## src/rtl/serial_negator.sv

```systemverilog
module serial_negator (
  input  logic clk,
  input  logic rst_n,
  input  logic bit_in,
  input  logic bit_vld,
  input  logic word_start,
  output logic neg_bit,
  output logic neg_vld
);

  logic one_seen;
  logic seen_now;
  logic flip_bit;

  assign seen_now = one_seen & ~word_start;
  assign flip_bit = bit_in ^ seen_now;

  always_ff @(posedge clk) begin
    if (!rst_n) begin
      one_seen <= 1'b0;
      neg_bit  <= 1'b0;
      neg_vld  <= 1'b0;
    end else begin
      neg_vld <= bit_vld;
      if (bit_vld) begin
        neg_bit  <= flip_bit;
        one_seen <= seen_now | bit_in;
      end
    end
  end


  vld_follow_chk: assert property (@(posedge clk) disable iff (!rst_n)
    bit_vld |=> neg_vld);


  idle_no_vld_chk: assert property (@(posedge clk) disable iff (!rst_n)
    !bit_vld |=> !neg_vld);


  idle_flag_hold_chk: assert property (@(posedge clk) disable iff (!rst_n)
    !bit_vld |=> $stable(one_seen));


  start_copy_chk: assert property (@(posedge clk) disable iff (!rst_n)
    (bit_vld && word_start) |=> (neg_bit == $past(bit_in)));


  first_one_sets_chk: assert property (@(posedge clk) disable iff (!rst_n)
    (bit_vld && bit_in) |=> one_seen);


  invert_after_chk: assert property (@(posedge clk) disable iff (!rst_n)
    (bit_vld && !word_start && one_seen) |=> (neg_bit != $past(bit_in)));

endmodule

```

## config.mk

```make
export PLATFORM = sky130hd
export DESIGN_NAME = serial_negator
export DESIGN_NICKNAME = d
export VERILOG_FILES = /design/src/rtl/serial_negator.sv
export SDC_FILE = /design/constraint.sdc
export NUM_CORES = 1
export LEC_CHECK = 0
export BUFFER_PORTS_ARGS = -buffer_cell sky130_fd_sc_hd__buf_4
export CORE_AREA = 2 2 39 41
export DETAILED_ROUTE_END_ITERATION = 10
export DIE_AREA = 0 0 41 43
export HOLD_SLACK_MARGIN = 0.12
export PLACE_DENSITY = 0.32
export SETUP_SLACK_MARGIN = 0.02
export SYNTH_ARGS = -nofsm -noshare
export SYNTH_HDL_FRONTEND = slang
export SYNTH_SLANG_ARGS = --single-unit
```

## constraint.sdc

```tcl
create_clock -name clk -period 1.26 [get_ports clk]
set_input_delay 0.063 -clock clk [delete_from_list [all_inputs] [get_ports clk]]
set_output_delay 0.063 -clock clk [all_outputs]
set_load 0.02 [all_outputs]
```

==> results.md, run 1 <==
* Clock Skews at 0.000893 ns
* Remaining DRCs at 0
* Pwr Density at about 1300 nW/um^2
* Worst EP arrival at ~1.1 ns
* Post-CTS Setup Inserts at 0
* Total Die Area at ~1800 sq um
* GRT Overall Usage at 0.0451
* Cells after synthesis at 11
* Seq/Total Area, Yosys at 0.500
* Post-synthesis instance area at approximately 120 sq um
* Pin count of the biggest net entering global routing at 5
* Unrepaired setup endpoints after global routing: false
* Worst IR Drop VDD at between 0.2 and 0.25 mV
* WL/cell at 7.21 microns
* Die Y at 43 microns
* Post-synthesis sequential element count at 3
* DR pass1 iterations at 1
* Peak Freq at 1060 MHz
* Final Cell Area at around 230 sq um
* CTS tree: done
* Drt total wl at 281 microns
* Worst slew pin tran at 0.114 ns
* Max-Cap Viols at 0
* GP Congestion at between 0.4 and 0.5
* Clock H-tree levels at 1
* First-pass GRT wire length at ~410 microns
* Relative max-transition margin at 0.922
* Synth area leaders: dfxtp_1 (50%), ha_1 (10%), mux2i_1 (8.3%)
* Critical Path Sink Type: flip-flop
* Synth cell types at 9
* Status: finished, final reports clean
* Slew Viols, Final at 0
* Top_reg_cell synth: dfxtp_1
* Resized cells post-CTS at 0
* Syn nets at 17
* Clock slew at reported path FFs at 0.04 ns
* Root Driver: clkbuf_4
* EDFF count, synth at 0
* Die X at 41 microns
* Hold Crit Depth at 5
* Initial drt markers at 0
* I/O pins at 7
* Initial Util at 0.0868
* Placed Cells at 33
* Final std cells w/o fill at 39
* Final Hold Viols at 0
* Post-layout nets at 30
* Asr flop ratio synth at 0
* R2r setup slk at roughly 0.32 ns
* TritonCTS Sinks at 3
* Period utilisation layout at 0.748
* Area growth, synth to finish at 92.7%
* Vias in the first global route at around 120
* CTS Hold Bufs at 2
* Synth area leader: dfxtp_1
* Core Box Area at 1380 sq um
* Synth top area share at 0.500
* Worst-skew pair later-pin latency at approximately 0.23 ns
* CTS max path bufs at 2
* Crit Path Class: reg -> reg
* Vias per cell at between 2 and 3
* Most numerous cell in the Yosys netlist: dfxtp_1
* Fin Setup TNS at 0 ns
* Initial antenna violation count at 0
* Critical Path RT at around 1.4 ns
* Fillers at 160
* FP Rows at 14
* Worst Reg2Reg Path Length in Cells at 4
* Area post-placement at 185 sq um
* Grt ovf at 0
* Minimum clock period at around 0.94 ns
* Worst hold-check path type: in -> reg
* Static leakage at 0.000114 uW
* Crit Path Max Fanout at 2
* Cts bufs inserted at 3
* Share of post-route cells with drive strength above 1 at 0.435
* N_diodes at 0
* Synthesized area per cell at between 10 and 15 sq um
* Port buffer count at 6
* Vias at between 100 and 150
* CP Launch Type: flip-flop
* Post-route ant nets at 0
* Finish-stage setup viols at 0
* YS warnings at 0
==> per-layer routing <==
layer | global-route usage | up-vias | wire, microns
li1 | - | 59 | -
met1 | 0.0319 | 44 | 97
met2 | 0.0438 | 7 | 118
met3 | 0.0471 | 0 | 65
met4 | 0.0800 | 0 | 0
met5 | 0 | - | 0
==> final cells by class <==
type / count / area (sq um) / area share
clock buffer: 4 / 26.3 / 0.114
inverter: 1 / 3.75 / 0.0162
multi-input combinational: 7 / 56.3 / 0.243
sequential: 3 / 60.1 / 0.259
tap: 16 / 20.0 / 0.0865
timing repair buffer: 8 / 65.1 / 0.281
==> cells in the final DEF (no fill, tap or decap), drive strengths merged <==
cell         netlist  routed
and2               1       1
nand2b             1       1
nor2b              1       1
o211a              1       1
inv                1       1
mux2i              1       1
dlygate4sd3        0       2
nand2              1       1
clkbuf             0       4
dfxtp              3       3
ha                 1       1
buf                0       6
==> worst max-delay path, stage by stage, from the launching register on <==
cell and delay (ns):
dfxtp_1 0.32, nand2b_1 0.06, ha_1 0.27, mux2i_1 0.13, nor2b_1 0.06
==> where the power goes <==
group	switching [uW]	leakage [uW]	internal, uW
registers	2.63	0.0000249	102
clock network	46.4	0.0000150	118
logic	16.1	0.0000745	25.3
==> cell families (layout without fill, tap and decap cells) <==
group,after synthesis,in the layout,share of synthesized area
DFF,3,3,0.500
AOI/OAI and AO/OA,1,1,0.0833
muxes,1,1,0.0833
and+or+nand+nor,4,4,0.198
buffers and inverters,1,13,0.0312
adders and majority gates,1,1,0.104
==> path summary, 6_finish.rpt <==
path,start,to
worst max-delay path,one_seen$_SDFFE_PN0P_,neg_bit$_SDFFE_PN0P_
worst min register to register,one_seen$_SDFFE_PN0P_,one_seen$_SDFFE_PN0P_
worst max register to register,one_seen$_SDFFE_PN0P_,neg_bit$_SDFFE_PN0P_
worst min-delay path,bit_in,one_seen$_SDFFE_PN0P_
==> through the flow <==
step | setup WS [ns] | utilization | power [uW] | hold WS (ns)
after floorplan | 0.361 | - | 123 | 0.191
after global placement | 0.320 | 0.134 | 143 | 0.308
after detailed placement | 0.308 | 0.134 | 144 | 0.306
after CTS | 0.303 | 0.167 | 323 | 0.301
after global routing | 0.276 | 0.167 | 334 | 0.337
final | 0.318 | 0.167 | 311 | 0.306
==> state kept, by name, summed over array words and instances, names as in the netlist <==
register,flops
neg_vld,1
one_seen,1
neg_bit,1
Power figures use the tool's default switching activity.
==> run 2: changes to the inputs <==
ABC_AREA = 1   (was unset)
clock period = 1 ns   (was 1.26 ns; I/O delays follow)
==> run 2 against run 1 <==
Effect of this change:
- power grew 30%
- largest cell class unchanged
- via count grew 26%
- combinational power grew 34%
- final cell count grew 18%
- flip-flop and latch count is the same
- synthesized cell count grew 64%
- non-clock buffer count is the same
- cell area grew 2.7%
==> results.md, run 2 <==
* Reg-to-Reg Start: one_seen$_SDFFE_PN0P_
* Critical Path RT at 1.13 ns
* WL/cell at about 6.2 microns
* Max-Cap Viols at 0
* Largest regs: neg_bit x1, neg_vld x1, one_seen x1
* TritonCTS Sinks at 3
* Post-synthesis instance area at approximately 130 sq um
* Area growth, synth to finish at 90.0%
* R2r setup slk at between 0.08 and 0.09 ns
* Crit Path Max Fanout at 2
* Post-synthesis sequential element count at 3
* Worst IR Drop VDD at ~0.3 mV
* Relative max-transition margin at 0.948
* DR pass1 iterations at 1
* Static leakage at approximately 0.00013 uW
* Area post-placement at 190 sq um
* Synth area leaders: dfxtp_1 (48%), nand2_1 (18%), inv_1 (12%)
* Most frequent cells in the layout: nand2_1 (6), buf_4 (6), inv_1 (4), nor2_1 (4), clkbuf_4 (3)
* Placed Cells at 40
* Worst EP arrival at 1.05 ns
* Synth top area share at 0.480
* Top post-synthesis cells by count: nand2_1 (6), inv_1 (4), nor2_1 (4)
* Peak Freq at approximately 1100 MHz
* Root Driver: clkbuf_4
* Final Cell Area at approximately 240 sq um
* Period utilisation layout at 0.919
* Syn nets at 24
* Worst Reg2Reg Path Length in Cells at 6
* N_diodes at 0
* EDFF count, synth at 0
* Minimum clock period at 0.919 ns
* Post-CTS Setup Inserts at 0
* Reg2reg end: neg_bit$_SDFFE_PN0P_
* Pin count of the biggest net entering global routing at 6
* Unrepaired setup endpoints after global routing: true
* Crit Path Class: reg -> reg
* Drt total wl at 283 microns
* Die Y at roughly 43 microns
* Initial antenna violation count at 0
* Critical Path Sink Type: flip-flop
* Total Die Area at approximately 1800 sq um
* Initial drt markers at 0
* Pwr Density at around 1700 nW/um^2
* Worst slew pin tran at ~0.077 ns
* Final std cells w/o fill at 46
* Remaining DRCs at 0
* Status: finished, final reports clean
* Slew Viols, Final at 0
* Grt ovf at 0
* CTS max path bufs at 2
* Final Hold Viols at 0
* Final core occ at 0.172
* Synthesized area per cell at about 7.0 sq um
* I/O pins at 7
* Cts bufs inserted at 3
* FP Rows at 14
* Post-route ant nets at 0
* Vias at about 140
* Top_reg_cell synth: dfxtp_1
* Worst hold-check path type: in -> reg
* Seq/Total Area, Yosys at 0.480
* Finish-stage setup viols at 0
* Die X at between 40 and 50 microns
* Setup crit start: one_seen$_SDFFE_PN0P_
* Post-layout nets at 37
* GP Congestion at around 0.6
* Synth cell types at 5
* Core Box Area at between 1000 and 1500 sq um
* Asr flop ratio synth at 0
* Worst-skew pair later-pin latency at about 0.23 ns
* Port buffer count at 6
* CTS tree: done
* First-pass GRT wire length at approximately 450 microns
* Vias in the first global route at 141
* End of the critical path: neg_bit$_SDFFE_PN0P_
* Clock H-tree levels at 1
* CP Launch Type: flip-flop
* Fin Setup TNS at 0 ns
* Vias per cell at ~3.0
* Clock slew at reported path FFs at approximately 0.040 ns
* Cells after synthesis at 18
* Most numerous cell in the Yosys netlist: nand2_1
* GRT Overall Usage at 0.0451
* Share of post-route cells with drive strength above 1 at 0.333
* Synth area leader: dfxtp_1
* Initial Util at 0.0904
* Clock Skews at 0.0000128 ns
* YS warnings at 0
* Hold slack at 0.283 ns
## run 2: per-layer routing
metal / share of wire / routed length (microns) / track usage
met3: 0.085 / 24 / 0.0314
met2: 0.54 / 153 / 0.0531
met5: 0 / 0 / 0
met4: 0 / 0 / 0.0800
met1: 0.37 / 105 / 0.0319
## run 2: final cells by class
cell class / count / area [sq um]
multi-input cells: 11 / 50.0
repair buffers: 8 / 65.1
well taps: 16 / 20.0
clock buffers: 4 / 26.3
flip-flops and latches: 3 / 61.3
fillers: 166 / 1150
inverters: 4 / 15.0
## run 2: logic make-up after synthesis
logic type,count (synthesis),share of synthesized area
fa+ha+maj,1,0.100
buf+inv,4,0.120
simple gates,10,0.300
flops,3,0.480
## run 2: worst min-delay path by stage
| stage | from | endpoint | slack, ns | cells past startpoint |
|---|---|---|---|---|
| 6_report | word_start | one_seen$_SDFFE_PN0P_ | 0.28 | 7 |
| 5_1_grt | bit_in | one_seen$_SDFFE_PN0P_ | 0.31 | 6 |
| 4_1_cts | bit_in | one_seen$_SDFFE_PN0P_ | 0.29 | 6 |
| 3_5_place_dp | rst_n | neg_vld$_SDFF_PN0_ | 0.26 | 3 |
| 3_3_place_gp | rst_n | neg_vld$_SDFF_PN0_ | 0.26 | 3 |
| 2_1_floorplan | bit_vld | neg_vld$_SDFF_PN0_ | 0.14 | 2 |
## run 2: worst max-delay path, cell delays in order, from the launching register on
cell	delay (ns)
dfxtp_2	0.31
nand2_1	0.05
ha_1	0.27
inv_1	0.05
nand2_1	0.04
nand2_1	0.05
nor2_1	0.03
## run 2: stage by stage
| step | total power (uW) | setup slack [ns] |
|---|---|---|
| after floorplan | 157 | 0.122 |
| after global placement | 183 | 0.0729 |
| after detailed placement | 184 | 0.0607 |
| after CTS | 413 | 0.0530 |
| after global routing | 426 | 0.00257 |
| final | 403 | 0.0813 |
## run 2: repair_timing
action	CTS	global route
endpoints found under the hold margin	3	0
hold buffers	2	0
endpoints found under the setup margin	0	1
gates resized for setup	0	1
## run 2: power by group
part           switching (uW)  total (uW)  internal, uW
Sequential               3.35         133           129
Combinational            25.3        55.6          30.3
Clock                    65.3         215           150
==> run 3: changes to the inputs <==
PLACE_DENSITY = 0.33   (was 0.32)
clock period = 0.8 ns   (was 1 ns; I/O delays follow)
==> run 3 against run 2 <==
Effect of this change:
- the run now ends with setup timing left
- first-iteration DRC count is the same
- power grew 27%
- clock skew is essentially flat
- die area is the same
- count of clock-buffer cells in the layout is the same
- maximum frequency grew 4.5%
- worst setup slack lost 0.16 ns
- register-to-register slack lost 0.16 ns
- worst hold slack lost 0.24 ns
- largest cell class is now multi-input combinational cells
==> results.md, run 3 (synthesized netlist as in run 2, its figures left out) <==
* Post-DP HPWL at 212 microns
* DR pass1 iterations at 1
* Vias at 136
* HP Start: bit_vld
* Met3 WL at between 50 and 60 microns
* Initial Util at 0.0904
* NetSw at 122 uW
* Register share of total power at 0.326
* Final Hold Viols at 0
* Net Sw Frac at 0.238
* Period utilisation layout at 1.10
* Worst slew pin tran at approximately 0.089 ns
* GRT Overall Usage at 0.0401
* FP Rows at 14
* Power Total at approximately 500 uW
* Pwr Density at between 2000 and 2500 nW/um^2
* Worst IR Drop VDD at 0.437 mV
* Placed Cells at 40
* Worst slack, placed at -0.115 ns
* Comb pwr share at 0.157
* Area growth, synth to finish at 100%
* Total Die Area at 1760 sq um
* Clock H-tree levels at 1
* Post-layout nets at 36
* Met1 Wirelength at 133 microns
* CP Launch Type: flip-flop
* TritonCTS Sinks at 3
* Worst-skew pair later-pin latency at between 0.2 and 0.25 ns
* CTS Hold Bufs at 1
* Reg-to-Reg Start: one_seen$_SDFFE_PN0P_
* Max Used Layer: met4
* Final Cell Area at approximately 250 sq um
* Vias in the first global route at 118
* WL/cell at a little under 7 microns
* DR WL met2 at roughly 110 microns
* Minimum clock period at ~0.88 ns
* Critical Path RT at between 0.9 and 1 ns
* N_diodes at 0
* Fillers at between 150 and 200
* Root Driver: clkbuf_4
* Max-Cap Viols at 0
* Relative max-transition margin at 0.940
* Most common cell after layout, fill and taps aside: buf_4
* Vias per cell at between 3 and 4
* Crit Path Max Fanout at 2
* Die Y at 43 microns
* Worst hold-check path type: in -> reg
* Failing checks: setup timing
* Clock Skews at 0.0000230 ns
* Cts bufs inserted at 3
* Slew Viols, Final at 0
* Share of post-route cells with drive strength above 1 at 0.552
* Peak Freq at approximately 1100 MHz
* First-pass GRT wire length at between 400 and 500 microns
* Clock slew at reported path FFs at about 0.040 ns
* Initial drt markers at 0
* Final std cells w/o fill at 45
* Finish-stage setup viols at 1
* Hold slack at between 0.04 and 0.05 ns
* Drt total wl at 304 microns
* Internal Power at a little under 400 uW
* Initial antenna violation count at 0
* Status: finished, violations left
* CTS max path bufs at 2
* Die X at 41 microns
* Static leakage at between 0.0001 and 0.00015 uW
* GP Congestion at 0.534
* Unrepaired setup endpoints after global routing: true
* Post-route ant nets at 0
* Post-CTS Setup Inserts at 0
* Area post-placement at about 190 sq um
* Core Box Area at approximately 1400 sq um
* Final WS setup at -0.0788 ns
* Setup crit start: one_seen$_SDFFE_PN0P_
* Clk pwr share at 0.518
* Largest regs: neg_bit x1, neg_vld x1, one_seen x1
* I/O pins at 7
* Pin count of the biggest net entering global routing at 6
* CTS tree: done
* Remaining DRCs at 0
* Crit Path Class: reg -> reg
* Port buffer count at 6
* Worst EP arrival at 1.05 ns
* Grt ovf at 0
* Critical Path Sink Type: flip-flop
* Most frequent cells in the layout: buf_4 (6), nor2_1 (4), nand2_2 (4)
-- run 3: cell types whose count changed in the layout (fill, tap and decap cells not counted), sizes merged --
| cell | previous run | this run |
|---|---|---|
| dlygate4sd3 | 2 | 1 |
-- run 3: path summary, 6_finish.rpt --
path | end | slack, ns | depth (start not counted)
min | neg_vld$_SDFF_PN0_ | 0.05 | 3
min reg2reg | neg_bit$_SDFFE_PN0P_ | 0.47 | 2
max | neg_bit$_SDFFE_PN0P_ | -0.08 | 6
max reg2reg | neg_bit$_SDFFE_PN0P_ | -0.08 | 6
-- run 3: layout make-up --
| class | instances | area, sq um | share of cell area |
|---|---|---|---|
| repair buffers | 7 | 55.1 | 0.220 |
| flip-flops and latches | 3 | 61.3 | 0.245 |
| well taps | 16 | 20.0 | 0.0800 |
| inverters | 4 | 15.0 | 0.0600 |
| clock buffers | 4 | 26.3 | 0.105 |
| multi-input cells | 11 | 72.6 | 0.290 |
-- run 3: metal layers --
layer,up-vias,track usage
met3,2,0.0471
met1,55,0.0417
met4,0,0.0400
met5,-,0
met2,7,0.0375
li1,72,-
-- run 3: stage by stage --
stage | TNS, ns | utilization
finish | -0.0788 | 0.181
CTS | -0.121 | 0.165
floorplan | -0.0712 | -
global route | -0.183 | 0.181
global placement | -0.0989 | 0.138
detailed placement | -0.115 | 0.138
-- run 3: power by group through the flow --
stage / clock, uW / combinational, uW / sequential [uW]
2_1_floorplan: 0 / 21.0 / 176
3_3_place_gp: 0 / 61.4 / 168
3_5_place_dp: 0 / 61.5 / 169
4_1_cts: 281 / 65.8 / 166
5_1_grt: 293 / 91.0 / 168
6_report: 265 / 80.3 / 167
-- run 3: worst max-delay path, stage by stage (launching register included) --
cell and delay (ns):
dfxtp_2 0.32, nand2_2 0.06, ha_4 0.26, inv_2 0.03, nand2_2 0.04, nand2_2 0.04
nor2_1 0.06
-- run 3: timing repair --
| item | 4_1_cts | 5_1_grt |
|---|---|---|
| setup endpoints to repair | 2 | 2 |
| gates cloned | 0 | 0 |
| resized for setup | 0 | 7 |
| endpoints found under the hold margin | 3 | 3 |
| pin swaps | 0 | 2 |
